===== src/rtl/cal_pkg.sv =====
`timescale 1ns/1ps
package cal_pkg;

    typedef struct packed {
        logic       pm;
        logic [1:0] hr_t;
        logic [3:0] hr_u;
        logic [2:0] mn_t;
        logic [3:0] mn_u;
        logic [2:0] sc_t;
        logic [3:0] sc_u;
    } cal_time_t;

    typedef struct packed {
        logic [3:0] yr_t;
        logic [3:0] yr_u;
        logic [2:0] wday;
        logic       mo_t;
        logic [3:0] mo_u;
        logic [1:0] dy_t;
        logic [3:0] dy_u;
    } cal_date_t;

    localparam int TIME_W = $bits(cal_time_t);
    localparam int DATE_W = $bits(cal_date_t);

    localparam logic [2:0] WDAY_FIRST = 3'd1;
    localparam logic [2:0] WDAY_LAST  = 3'd7;

    localparam logic [5:0] HR24_TOP   = 6'h23;
    localparam logic [5:0] HR12_PIVOT = 6'h11;
    localparam logic [5:0] HR12_TOP   = 6'h12;
    localparam logic [5:0] HR12_FIRST = 6'h01;
    localparam logic [4:0] MON_LAST   = 5'h12;
    localparam logic [4:0] MON_FIRST  = 5'h01;
    localparam logic [5:0] DAY_FIRST  = 6'h01;
    localparam logic [7:0] YEAR_LAST  = 8'h99;

    localparam cal_time_t TIME_RST = '{pm: 1'b0, hr_t: 2'd0, hr_u: 4'd0,
                                       mn_t: 3'd0, mn_u: 4'd0,
                                       sc_t: 3'd0, sc_u: 4'd0};
    localparam cal_date_t DATE_RST = '{yr_t: 4'd0, yr_u: 4'd0, wday: WDAY_FIRST,
                                       mo_t: 1'b0, mo_u: 4'd1,
                                       dy_t: 2'd0, dy_u: 4'd1};

    // Units digit reached nine: next step carries into the tens digit.
    function automatic logic digit_top(input logic [3:0] u);
        return u >= 4'd9;
    endfunction

    function automatic logic [3:0] digit_inc(input logic [3:0] u);
        return digit_top(u) ? 4'd0 : u + 4'd1;
    endfunction

    function automatic logic [5:0] bcd6_inc(input logic [5:0] v);
        return digit_top(v[3:0]) ? {v[5:4] + 2'd1, 4'd0} : {v[5:4], v[3:0] + 4'd1};
    endfunction

    function automatic logic [7:0] bcd8_inc(input logic [7:0] v);
        return digit_top(v[3:0]) ? {v[7:4] + 4'd1, 4'd0} : {v[7:4], v[3:0] + 4'd1};
    endfunction

    // Divisibility by four read straight off the BCD digits:
    // even tens need units 0/4/8, odd tens need units 2/6.
    function automatic logic year_leap(input logic tens_odd, input logic [3:0] units);
        if (tens_odd)
            return (units == 4'd2) || (units == 4'd6);
        return (units == 4'd0) || (units == 4'd4) || (units == 4'd8);
    endfunction

    function automatic logic [5:0] month_last_day(input logic [4:0] mon,
                                                  input logic       tens_odd,
                                                  input logic [3:0] yr_units);
        case (mon)
            5'h02:                      return year_leap(tens_odd, yr_units) ? 6'h29 : 6'h28;
            5'h04, 5'h06, 5'h09, 5'h11: return 6'h30;
            default:                    return 6'h31;
        endcase
    endfunction

endpackage


===== src/rtl/cal_prescaler.sv =====
`timescale 1ns/1ps
module cal_prescaler #(
    parameter int PRE_A_W = 7,
    parameter int PRE_S_W = 15
) (
    input  logic               clk,
    input  logic               rst,
    input  logic               init_i,
    input  logic [PRE_A_W-1:0] pre_a_i,
    input  logic [PRE_S_W-1:0] pre_s_i,
    output logic               sec_tick_o,
    output logic [PRE_S_W-1:0] subsec_o
);

    logic [PRE_A_W-1:0] a_cnt;
    logic [PRE_S_W-1:0] s_cnt;
    logic               a_tick;

    assign a_tick     = !init_i && (a_cnt == '0);
    assign sec_tick_o = a_tick && (s_cnt == '0);
    assign subsec_o   = s_cnt;

    always_ff @(posedge clk) begin
        if (rst || init_i) begin
            a_cnt <= pre_a_i;
            s_cnt <= pre_s_i;
        end else if (a_tick) begin
            a_cnt <= pre_a_i;
            s_cnt <= (s_cnt == '0) ? pre_s_i : s_cnt - 1'b1;
        end else begin
            a_cnt <= a_cnt - 1'b1;
        end
    end

    // init forces the second stage to its reload value
    a_r3_init_reload: assert property (@(posedge clk) disable iff (rst)
        init_i |=> (s_cnt == $past(pre_s_i)));

    // the second stage only moves when the first stage expires
    a_r2_hold_between: assert property (@(posedge clk) disable iff (rst)
        (!init_i && a_cnt != '0) |=> $stable(s_cnt));

    // after a seconds tick the sub-second count restarts
    a_r2_tick_reload: assert property (@(posedge clk) disable iff (rst)
        sec_tick_o |=> (s_cnt == $past(pre_s_i)));

endmodule


===== src/rtl/cal_time_counter.sv =====
`timescale 1ns/1ps
module cal_time_counter
    import cal_pkg::*;
(
    input  logic      clk,
    input  logic      rst,
    input  logic      tick_i,
    input  logic      hour12_i,
    input  logic      load_en_i,
    input  cal_time_t load_i,
    output cal_time_t time_o,
    output logic      day_adv_o
);

    cal_time_t  cur_q;
    cal_time_t  nxt;
    logic       sec_top;
    logic       min_top;
    logic [5:0] hr_bcd;
    logic [5:0] hr_next;
    logic       pm_next;
    logic       day_roll;

    always_comb begin
        sec_top  = (cur_q.sc_t >= 3'd5) && digit_top(cur_q.sc_u);
        min_top  = (cur_q.mn_t >= 3'd5) && digit_top(cur_q.mn_u);
        hr_bcd   = {cur_q.hr_t, cur_q.hr_u};
        hr_next  = hr_bcd;
        pm_next  = cur_q.pm;
        day_roll = 1'b0;
        if (hour12_i) begin
            if (hr_bcd == HR12_PIVOT) begin
                hr_next  = HR12_TOP;
                pm_next  = ~cur_q.pm;
                day_roll = cur_q.pm;
            end else if (hr_bcd >= HR12_TOP) begin
                hr_next  = HR12_FIRST;
            end else begin
                hr_next  = bcd6_inc(hr_bcd);
            end
        end else begin
            if (hr_bcd >= HR24_TOP) begin
                hr_next  = 6'h00;
                day_roll = 1'b1;
            end else begin
                hr_next  = bcd6_inc(hr_bcd);
            end
        end
    end

    always_comb begin
        nxt = cur_q;
        if (sec_top) begin
            nxt.sc_t = 3'd0;
            nxt.sc_u = 4'd0;
            if (min_top) begin
                nxt.mn_t = 3'd0;
                nxt.mn_u = 4'd0;
                {nxt.hr_t, nxt.hr_u} = hr_next;
                nxt.pm = pm_next;
            end else begin
                nxt.mn_u = digit_inc(cur_q.mn_u);
                if (digit_top(cur_q.mn_u))
                    nxt.mn_t = cur_q.mn_t + 3'd1;
            end
        end else begin
            nxt.sc_u = digit_inc(cur_q.sc_u);
            if (digit_top(cur_q.sc_u))
                nxt.sc_t = cur_q.sc_t + 3'd1;
        end
    end

    assign day_adv_o = tick_i && !load_en_i && sec_top && min_top && day_roll;
    assign time_o    = cur_q;

    always_ff @(posedge clk) begin
        if (rst)
            cur_q <= TIME_RST;
        else if (load_en_i)
            cur_q <= load_i;
        else if (tick_i)
            cur_q <= nxt;
    end

    // without a tick or an accepted load the time word is frozen
    a_r4_time_hold: assert property (@(posedge clk) disable iff (rst)
        (!tick_i && !load_en_i) |=> $stable(cur_q));

    // a tick at second 59 leaves seconds at 00
    a_r5_sec_wrap: assert property (@(posedge clk) disable iff (rst)
        (tick_i && !load_en_i && cur_q.sc_t == 3'd5 && cur_q.sc_u == 4'd9)
        |=> (cur_q.sc_t == 3'd0 && cur_q.sc_u == 4'd0));

    // 24-hour midnight lands on hour 00
    a_r6_midnight: assert property (@(posedge clk) disable iff (rst)
        (tick_i && !load_en_i && !hour12_i && {cur_q.hr_t, cur_q.hr_u} == 6'h23
         && cur_q.mn_t == 3'd5 && cur_q.mn_u == 4'd9
         && cur_q.sc_t == 3'd5 && cur_q.sc_u == 4'd9)
        |=> ({cur_q.hr_t, cur_q.hr_u} == 6'h00));

    // 11 -> 12 in 12-hour mode flips the PM flag
    a_r7_pm_flip: assert property (@(posedge clk) disable iff (rst)
        (tick_i && !load_en_i && hour12_i && {cur_q.hr_t, cur_q.hr_u} == 6'h11
         && cur_q.mn_t == 3'd5 && cur_q.mn_u == 4'd9
         && cur_q.sc_t == 3'd5 && cur_q.sc_u == 4'd9)
        |=> (cur_q.pm != $past(cur_q.pm) && {cur_q.hr_t, cur_q.hr_u} == 6'h12));

endmodule


===== src/rtl/cal_date_counter.sv =====
`timescale 1ns/1ps
module cal_date_counter
    import cal_pkg::*;
(
    input  logic      clk,
    input  logic      rst,
    input  logic      adv_i,
    input  logic      load_en_i,
    input  cal_date_t load_i,
    output cal_date_t date_o
);

    cal_date_t  cur_q;
    cal_date_t  nxt;
    logic [5:0] day_bcd;
    logic [4:0] mon_bcd;
    logic [7:0] yr_bcd;
    logic [5:0] last_day;
    logic       month_end;
    logic       year_end;

    always_comb begin
        day_bcd   = {cur_q.dy_t, cur_q.dy_u};
        mon_bcd   = {cur_q.mo_t, cur_q.mo_u};
        yr_bcd    = {cur_q.yr_t, cur_q.yr_u};
        last_day  = month_last_day(mon_bcd, cur_q.yr_t[0], cur_q.yr_u);
        month_end = day_bcd >= last_day;
        year_end  = mon_bcd >= MON_LAST;
    end

    always_comb begin
        nxt = cur_q;
        nxt.wday = (cur_q.wday >= WDAY_LAST) ? WDAY_FIRST : cur_q.wday + 3'd1;
        if (month_end) begin
            {nxt.dy_t, nxt.dy_u} = DAY_FIRST;
            if (year_end) begin
                {nxt.mo_t, nxt.mo_u} = MON_FIRST;
                {nxt.yr_t, nxt.yr_u} = (yr_bcd >= YEAR_LAST) ? 8'h00 : bcd8_inc(yr_bcd);
            end else if (digit_top(cur_q.mo_u)) begin
                nxt.mo_t = 1'b1;
                nxt.mo_u = 4'd0;
            end else begin
                nxt.mo_u = cur_q.mo_u + 4'd1;
            end
        end else begin
            {nxt.dy_t, nxt.dy_u} = bcd6_inc(day_bcd);
        end
    end

    assign date_o = cur_q;

    always_ff @(posedge clk) begin
        if (rst)
            cur_q <= DATE_RST;
        else if (load_en_i)
            cur_q <= load_i;
        else if (adv_i)
            cur_q <= nxt;
    end

    // the date only changes on a day advance or an accepted load
    a_r4_date_hold: assert property (@(posedge clk) disable iff (rst)
        (!adv_i && !load_en_i) |=> $stable(cur_q));

    // weekday 7 is followed by weekday 1
    a_r10_wday_wrap: assert property (@(posedge clk) disable iff (rst)
        (adv_i && !load_en_i && cur_q.wday == 3'd7) |=> (cur_q.wday == 3'd1));

    // the last day of December opens January the first
    a_r8_new_year: assert property (@(posedge clk) disable iff (rst)
        (adv_i && !load_en_i && {cur_q.mo_t, cur_q.mo_u} == 5'h12
         && {cur_q.dy_t, cur_q.dy_u} == 6'h31)
        |=> ({cur_q.mo_t, cur_q.mo_u} == 5'h01 && {cur_q.dy_t, cur_q.dy_u} == 6'h01));

endmodule


===== src/rtl/bcd_calendar.sv =====
`timescale 1ns/1ps
module bcd_calendar
    import cal_pkg::*;
#(
    parameter int PRE_A_W = 7,
    parameter int PRE_S_W = 15
) (
    input  logic               clk,
    input  logic               rst,
    input  logic [PRE_A_W-1:0] pre_a_i,
    input  logic [PRE_S_W-1:0] pre_s_i,
    input  logic               hour12_i,
    input  logic               init_i,
    input  logic               load_i,
    input  logic [TIME_W-1:0]  load_time_i,
    input  logic [DATE_W-1:0]  load_date_i,
    output logic [TIME_W-1:0]  time_o,
    output logic [DATE_W-1:0]  date_o,
    output logic [PRE_S_W-1:0] subsec_o
);

    logic      sec_tick;
    logic      day_adv;
    logic      load_en;
    cal_time_t load_t;
    cal_date_t load_d;
    cal_time_t time_s;
    cal_date_t date_s;

    assign load_en = init_i && load_i;
    assign load_t  = load_time_i;
    assign load_d  = load_date_i;

    cal_prescaler #(
        .PRE_A_W (PRE_A_W),
        .PRE_S_W (PRE_S_W)
    ) u_presc (
        .clk        (clk),
        .rst        (rst),
        .init_i     (init_i),
        .pre_a_i    (pre_a_i),
        .pre_s_i    (pre_s_i),
        .sec_tick_o (sec_tick),
        .subsec_o   (subsec_o)
    );

    cal_time_counter u_time (
        .clk       (clk),
        .rst       (rst),
        .tick_i    (sec_tick),
        .hour12_i  (hour12_i),
        .load_en_i (load_en),
        .load_i    (load_t),
        .time_o    (time_s),
        .day_adv_o (day_adv)
    );

    cal_date_counter u_date (
        .clk       (clk),
        .rst       (rst),
        .adv_i     (day_adv),
        .load_en_i (load_en),
        .load_i    (load_d),
        .date_o    (date_s)
    );

    assign time_o = time_s;
    assign date_o = date_s;

    // no seconds tick is produced while init is held
    a_r3_no_tick_in_init: assert property (@(posedge clk) disable iff (rst)
        init_i |-> !sec_tick);

    // a strobe outside init leaves both words untouched when no tick fires
    a_r4_load_ignored: assert property (@(posedge clk) disable iff (rst)
        (load_i && !init_i && !sec_tick) |=> ($stable(time_o) && $stable(date_o)));

endmodule


===== config.mk =====
export PLATFORM = sky130hd
export DESIGN_NAME = bcd_calendar
export DESIGN_NICKNAME = d
export VERILOG_FILES = /design/src/rtl/cal_pkg.sv /design/src/rtl/cal_prescaler.sv /design/src/rtl/cal_time_counter.sv /design/src/rtl/cal_date_counter.sv /design/src/rtl/bcd_calendar.sv
export SDC_FILE = /design/constraint.sdc
export NUM_CORES = 1
export LEC_CHECK = 0
export CAP_MARGIN = 20
export CORE_MARGIN = 3
export CORE_UTILIZATION = 48
export DETAILED_ROUTE_END_ITERATION = 8
export GPL_TIMING_DRIVEN = 1
export MAX_ROUTING_LAYER = met4
export PLACE_DENSITY_LB_ADDON = 0.12
export SLEW_MARGIN = 25
export SYNTH_ARGS = -nofsm -noshare
export SYNTH_HDL_FRONTEND = slang
export SYNTH_SLANG_ARGS = --single-unit

===== constraint.sdc =====
create_clock -name clk -period 3.75 [get_ports clk]
set_input_delay 0.75 -clock clk [delete_from_list [all_inputs] [get_ports clk]]
set_output_delay 0.75 -clock clk [all_outputs]
set_load 0.02 [all_outputs]

# [Word level (Yosys, flattened, before mapping)]
# Index checks and enable logic that the tools add are counted.
[classes] n_eq_ne=10 n_lt_le_gt_ge=14 reduce_logical=43 n_bitwise=1 add_sub_neg=14 muxes=45
[op_table] operator="15-bit two-way mux" count=3
[op_table] operator="22-bit two-way mux" count=2
[op_table] operator="21-bit two-way mux" count=2
[op_table] operator="6-bit two-way mux" count=7
[op_table] operator="7-bit two-way mux" count=5
[op_table] operator="8-bit two-way mux" count=4
[op_table] operator="4-bit by 1-bit adder with 4-bit output (second input constant)" count=7
[op_table] operator="4-bit greater-or-equal comparator (second input constant)" count=6
[op_table] operator="2-bit nonzero test" count=9
[op_table] operator="15-bit logical NOT" count=1
[op_table] operator="3-bit nonzero test" count=5
[op_table] operator="15-bit by 1-bit subtractor with 15-bit output (second input constant)" count=1
[op_table] operator="14-bit two-way mux" count=1
[op_table] operator="1-bit two-way mux" count=12
[op_table] operator="4-bit two-way mux" count=3
[op_table] operator="6-bit one-hot mux with 2 select lines" count=1
[op_table] operator="3-bit AND reduction" count=4
[op_table] operator="5-bit by 3-bit equality test with 1-bit output (second input constant)" count=2
[op_table] operator="5-bit two-way mux" count=2
[op_table] operator="3-bit by 1-bit adder with 3-bit output (second input constant)" count=3
[op_table] operator="3-bit greater-or-equal comparator (second input constant)" count=3
[op_table] operator="1-bit logical AND" count=9
[op_table] operator="3-bit two-way mux" count=3
[op_table] operator="4-bit by 3-bit equality test with 1-bit output (second input constant)" count=2
[op_table] operator="other kinds (22)" count=30
[totals] out_inout_bits=58 elab_cells=143 in_bits=70 reg_bits=65

# [Longest topological paths before layout]
# Gate-level depths: netlist of the first run.
[depth] ltp_word=11 ltp_mapped=14 mapped_depth_nobuf=13

# [Hierarchy]
# From an unflattened synthesis of the first run, not the netlist that was laid out.
[unflattened] hier_cells=528 area_unflattened_um2=4703.3
[modules_own_cells] mod="cal_date_counter" cells_per_inst=202 instances=1 area_per_inst_um2=1778.0 seq_area_each_um2=440.4
[modules_own_cells] mod="cal_time_counter" cells_per_inst=200 instances=1 area_per_inst_um2=1655.3 seq_area_each_um2=420.4
[modules_own_cells] mod="cal_prescaler" cells_per_inst=125 instances=1 area_per_inst_um2=1263.7 seq_area_each_um2=590.6
[modules_own_cells] mod="bcd_calendar" cells_per_inst=1 instances=1 area_per_inst_um2=6.3 seq_area_each_um2=0.0

# [Worst setup path after synthesis of the first run]
# No wires, ideal clock.
[synth_path] path_kind="reg-to-reg" from="register u_date.cur_q (netlist bit u_date.date_o[14])" to="register u_date.cur_q (netlist bit u_date.date_o[14])" setup_ps=86 setup_slack_ps=331 t_arrival_ps=3333 path_stages_with_launch=15 period_less_slack_ps=3419 path_cell_list="dfxtp_1 > inv_1 > ha_1 > nand3b_1 > o21ai_0 > a2111oi_0 > a31oi_1 > ha_1 > or4b_1 > a22oi_2 > nor4_1 > a21oi_1 > buf_2 > a221oi_1 > a211oi_1"
[synth_between] elab_chain_cells=10 elab_cells_between_ends=25 classes_between="1 x add/sub; 3 x order compare; 4 x eq/ne; 11 x mux; 6 x reduce/logical"
[synth_rtl] element="start, declared" line_no="cal_date_counter.sv:13" text="cal_date_t cur_q;"
[synth_rtl] element="start signal, assigned" line_no="cal_date_counter.sv:56" text="cur_q <= load_i;"
[synth_rtl] element="start signal, assigned" line_no="cal_date_counter.sv:58" text="cur_q <= nxt;"
[synth_rtl] element="4-bit by 2-bit equality test with 1-bit output (tied with other cells)" line_no="cal_pkg.sv:67" text="return (units == 4'd2) || (units == 4'd6);"
[synth_rtl] element="1-bit logical OR, on equally long branches" line_no="cal_pkg.sv:67, cal_pkg.sv:68"
[synth_rtl] element="1-bit two-way mux or 1-bit logical OR (tied branches)" line_no="cal_pkg.sv:66, cal_pkg.sv:68"
[synth_rtl] element="1-bit two-way mux" line_no="cal_pkg.sv:68" text="return (units == 4'd0) || (units == 4'd4) || (units == 4'd8);"
[synth_rtl] element="1-bit two-way mux" line_no="cal_pkg.sv:74" text="case (mon)"
[synth_rtl] element="1-bit two-way mux" line_no="cal_pkg.sv:75" text="5'h02: return year_leap(tens_odd, yr_units) ? 6'h29 : 6'h28;"
[synth_rtl] element="6-bit one-hot mux with 2 select lines" line_no="cal_pkg.sv:74"
[synth_rtl] element="6-bit greater-or-equal comparator" line_no="cal_date_counter.sv:27" text="month_end = day_bcd >= last_day;"
[synth_rtl] element="2-bit nonzero test (no source line)"
[synth_rtl] element="3-bit AND reduction (no source line)"
# Parallel ways exist; a longest one is shown, timed or not. The select of a mux whose other input is x is not followed.
# A chain may end at the register's enable or synchronous reset.

# [Worst setup path in the final report of the first run]
# Ends and elaborated chain as after synthesis.

==> results of run 1 <==
==> critical path: stages, from the launching register on <==
cell	delay, ps
dfxtp_1	410
inv_1	130
ha_1	210
nand3b_1	70
o21ai_0	90
a2111oi_0	410
a31oi_1	90
ha_1	280
or4b_1	510
a22oi_2	200
nor4_1	70
a21oi_1	180
buf_4	210
a221oi_1	70
a211oi_1	240
==> cell type report <==
class | count | area (um^2) | area share
Sequential cell | 65 | 1450 | 0.246
Tap cell | 108 | 135 | 0.0229
Timing Repair Buffer | 136 | 1330 | 0.226
Inverter | 30 | 113 | 0.0191
Clock buffer | 9 | 124 | 0.0210
Clock inverter | 7 | 47.5 | 0.00805
Multi-Input combinational cell | 407 | 2700 | 0.457
==> flip-flops by register name, indices dropped and copies added, names as in the netlist <==
name,flops
u_date.date_o,22
u_presc.a_cnt,7
u_time.time_o,21
u_presc.subsec_o,15
==> through the flow <==
| stage | power, mW | hold WS [ps] | instances |
|---|---|---|---|
| detailed placement | 1.26 | 484 | 746 |
| global placement | 1.25 | 479 | 746 |
| finish | 1.78 | 488 | 762 |
| global route | 1.89 | 521 | 762 |
| CTS | 1.80 | 502 | 762 |
| floorplan | 1.06 | 450 | 524 |
==> metal layers <==
metal | part of all wire | vias up | global-route usage
met1 | 0.45 | 2054 | 0.325
met5 | 0 | - | -
met3 | 0.051 | 10 | 0.0413
li1 | - | 2158 | -
met4 | 0.0097 | 0 | 0.0675
met2 | 0.49 | 133 | 0.393
==> path summary, 6_finish.rpt <==
kind / depth (start not counted) / endpoint / start / slack (ps)
setup reg to reg: 14 / u_date.date_o[14] / u_date.date_o[14] / 490
hold reg to reg: 1 / u_presc.a_cnt[0] / u_presc.a_cnt[0] / 490
setup / recovery: 14 / u_date.date_o[14] / u_date.date_o[14] / 490
hold / removal: 1 / u_presc.a_cnt[0] / u_presc.a_cnt[0] / 490
==> kinds of logic (layout without fill, tap and decap cells) <==
family | count (synthesis) | count (layout)
flops | 65 | 65
xor+xnor | 22 | 22
compound gates | 153 | 153
buf+inv | 52 | 182
simple gates | 189 | 189
mux | 2 | 2
fa+ha+maj | 41 | 41
==> cells in the final DEF, fill, tap and decap left out, types with 6 or more instances in the layout <==
master and instances:
a211oi_1 13, a21oi_1 33, a31oi_1 7, buf_4 9
clkbuf_8 9, clkdlybuf4s50_1 126, dfxtp_1 50, edfxtp_1 15
ha_1 41, inv_1 30, nand2_1 61, nand3_1 11
nor2_1 48, nor3_1 16, nor4_1 6, o211ai_1 7
o21ai_0 47, xnor2_1 13, xor2_1 9
==> power by group through the flow <==
stage,combinational [mW],clock (mW),sequential [mW]
2_1_floorplan,0.180,0,0.877
3_3_place_gp,0.410,0,0.842
3_5_place_dp,0.420,0,0.844
4_1_cts,0.422,0.550,0.829
5_1_grt,0.464,0.585,0.838
6_report,0.421,0.535,0.829
==> qor.txt, run 1 <==
Post-synthesis xor/xnor area fraction: 0.0442
Ys flop type: dfxtp_1
Setup TNS Final: 0 ps
Sequential area share after synthesis: 0.333
Worst EP required: 4000 ps
Worst EP arrival: 3510 ps
Wire per inst: 15.8 um
Synth area leaders: dfxtp_1, ha_1, edfxtp_1
CTS sink cnt: 65
Final period util: 0.869
Logic pwr share: 0.236
MaxCap Viol Count: 0
Mapped Nets: 635
Max-slew headroom: 0.423
Clock skew: 13.6 ps
Mapped Area: 4360 um^2
Num ports: 128
Design area: 5900 um^2
Drt total wl: 12000 um
Crit path kind: flop to flop
Clock share of power: 0.300
GRT Resource Usage Total: 0.247
Nets: 760
Critical path peak fanout: 16
Area after DPL: 5730 um^2
Compound-Gate Fraction of Synth Area: 0.231
Crit start category: flop
Post-CTS Resized: 0
RD Place Congestion: 0.915
Post-Synth Adder-Cell Area: 0.118
Simple-gate share of the synthesized area: 0.222
Worst Hold Class: flop to flop
Fmax: 0.307 GHz
Mux contribution to synthesized area: 0.00460
Max Slew Vio Count: 0
Sw Share: 0.318
Status: finished, final reports clean
Pin count of the biggest net entering global routing: 47
Vias: 4355
H-tree Lvls: 3
Die area: 10300 um^2
Largest family of logic cells by synthesized area: compound AO/OA/AOI/OAI gates
Cts hold-fix bufs: 0
Filler cells: 744
Total grt overflow: 0
Inserted Clock Buffers: 9
Seq cells post-synth: 65
Number of synthesized flops with an enable pin: 15
Final setup viols: 0
Initial antenna violation count: 0
Cell Pwr Density: 302 nW/um^2
Final Util: 0.674
Vias in the first global route: 4230
Layout area overhead: 35.6%
Drt first-iter violations: 234
Core Area: 8760 um^2
Most frequent cell after synthesis: nand2_1
Setup WS pre-CTS: 499 ps
Asr flop ratio synth: 0
Die H: 101 um
Hold Vio Cnt, Final: 0
Detailed placement HPWL: 8990 um
DR vias/cell: 5.72
Clock Root Buffer: clkbuf_8
Mean Syn Cell Area: 8.31 um^2
Dominant cell type by area after synthesis: dfxtp_1
Routed Antenna Nets: 0
Unrepaired setup endpoints after global routing: false
Area share of the largest cell type after synthesis: 0.230
Ratio of cells with drive above 1 in the final layout: 0.0612
Drt first pass iters: 4
Internal Power: 1.22 mW
PnR worst setup slack: 489 ps
Flop pwr share: 0.464
Die X-Extent: 101 um
First-pass GRT wire length: 20100 um
Crit end category: flop
Switching power: 0.567 mW
FP Rows: 34
Postcts setup bufs: 0
Post-synth top cells: nand2_1, dfxtp_1, nor2_1, o21ai_0, ha_1
Worst slew pin tran: 854 ps
VDD IR max: 0.179 mV
Leak pwr: 2.26 nW
Cells after Synth: 524
Bufs on Longest Clock Path: 2
Worst-path clk slew: 80 ps
Clock insertion delay at the later pin of the skew report: 350 ps
Diodes inserted: 0
Synth Warn #: 0
Drt drc: 0
Unique masters post-synth: 68
Final min period: 3260 ps
Input/output buffers: 127
CTS tree: built
Initial Util: 0.497
Power figures use the tool's default switching activity.
==> run 2: changes to the inputs <==
--- a/config.mk
+++ b/config.mk
@@ -7,7 +7,8 @@
 export LEC_CHECK = 0
 export CAP_MARGIN = 20
 export CORE_MARGIN = 3
-export CORE_UTILIZATION = 48
+export CORE_UTILIZATION = 49
+export CTS_BUF_LIST = sky130_fd_sc_hd__clkbuf_8
 export DETAILED_ROUTE_END_ITERATION = 8
 export GPL_TIMING_DRIVEN = 1
 export MAX_ROUTING_LAYER = met4
==> qor.txt, run 2 (same netlist as run 1, synthesis figures left out) <==
Crit end category: flop
Critical path peak fanout: 16
Max FFs per register: 22
Nets: 758
Setup WS pre-CTS: 437 ps
Clock skew: 9.42 ps
RD Place Congestion: 0.882
Final setup viols: 0
Global routing's busiest layer: met2
Detailed placement HPWL: 9040 um
Max-slew headroom: 0.416
GRT Resource Usage Total: 0.250
Most common cell after layout, fill and taps aside: clkdlybuf4s50_1
Status: finished, final reports clean
Worst Hold Class: flop to flop
VDD IR max: 0.231 mV
Worst-path clk slew: 80 ps
MaxCap Viol Count: 0
Worst EP required: 4010 ps
Die X-Extent: 100 um
CTS tree: built
Diodes inserted: 0
Crit path kind: flop to flop
Cell Pwr Density: 307 nW/um^2
Drt total wl: 12100 um
Final min period: 3310 ps
Die H: 100 um
Inserted Clock Buffers: 9
Bufs on Longest Clock Path: 2
H-tree Lvls: 3
Input/output buffers: 127
Hold Vio Cnt, Final: 0
DR vias/cell: 5.74
Met3 Usage GRT: 0.0403
Most frequent cells in the layout: clkdlybuf4s50_1, nand2_1, dfxtp_1
Die area: 10100 um^2
Vias in the first global route: 4152
Drt drc: 0
Total grt overflow: 0
Layout area overhead: 35.3%
PnR worst setup slack: 442 ps
Vias: 4348
Initial Util: 0.517
Clock Root Buffer: clkbuf_8
Max Slew Vio Count: 0
Unrepaired setup endpoints after global routing: false
Core Area: 8420 um^2
Post-CTS Resized: 0
Final period util: 0.882
Ratio of cells with drive above 1 in the final layout: 0.0583
Worst hold slack: 492 ps
Crit start category: flop
Num ports: 128
Clock insertion delay at the later pin of the skew report: 350 ps
Routed Antenna Nets: 0
Met1 Resource Use GR: 0.321
Fmax: 0.302 GHz
FP Rows: 33
Drt first-iter violations: 180
Initial antenna violation count: 0
CTS sink cnt: 65
Final Util: 0.700
Wire per inst: 16.0 um
Setup TNS Final: 0 ps
Pin count of the biggest net entering global routing: 47
Worst slew pin tran: 865 ps
Met2 Usage GRT: 0.412
Drt first pass iters: 4
First-pass GRT wire length: 19900 um
Leak pwr: 2.26 nW
Cts hold-fix bufs: 0
Postcts setup bufs: 0
Worst EP arrival: 3570 ps
-- run 2: cell count changes in the layout (fill, tap and decap cells not counted), sizes merged --
| cell | previous run | this run |
|---|---|---|
| inv | 30 | 32 |
| buf | 10 | 8 |
| clkbuf | 9 | 10 |
| clkinvlp | 2 | 1 |
| clkinv | 5 | 3 |
-- run 2: worst paths after layout --
kind         cells past startpoint  slack, ps                 to              start
min reg2reg                      1        490   u_presc.a_cnt[0]   u_presc.a_cnt[0]
max                             14        440  u_date.date_o[15]  u_date.date_o[14]
max reg2reg                     14        440  u_date.date_o[15]  u_date.date_o[14]
min                              1        490   u_presc.a_cnt[0]   u_presc.a_cnt[0]
-- run 2: per-stage QoR --
stage | cells | power, mW | cell area, um^2
6_report | 757 | 1.81 | 5890
5_1_grt | 757 | 1.90 | 5890
4_1_cts | 757 | 1.82 | 5890
3_5_place_dp | 741 | 1.26 | 5710
3_3_place_gp | 741 | 1.25 | 5710
2_1_floorplan | 524 | 1.06 | 4360
-- run 2: layer usage --
metal | up-vias | share of wire
li1 | 2159 | -
met1 | 2024 | 0.44
met2 | 148 | 0.49
met3 | 17 | 0.062
met4 | 0 | 0.013
met5 | - | 0
-- run 2: cell type report --
cell class	instances	area, um^2
tap	105	131
multi-input combinational	407	2700
clock inverter	6	41.3
clock buffer	10	138
sequential	65	1450
inverter	30	113
timing repair buffer	134	1320
fill	709	2530
-- run 2: worst max-delay path, stage by stage (launching register included) --
cell and delay (ps):
dfxtp_1 410, inv_1 130, ha_1 210, nand3b_1 70
o21ai_0 80, a2111oi_0 480, a31oi_1 90, ha_1 280
or4b_1 510, a22oi_2 200, nor4_1 70, a21oi_1 190
buf_4 210, a221oi_1 70, a211oi_1 230
-- run 2: power by group --
part	internal [mW]	total, mW	switching (mW)
Clock	0.259	0.561	0.301
Sequential	0.766	0.829	0.0633
Combinational	0.212	0.418	0.206
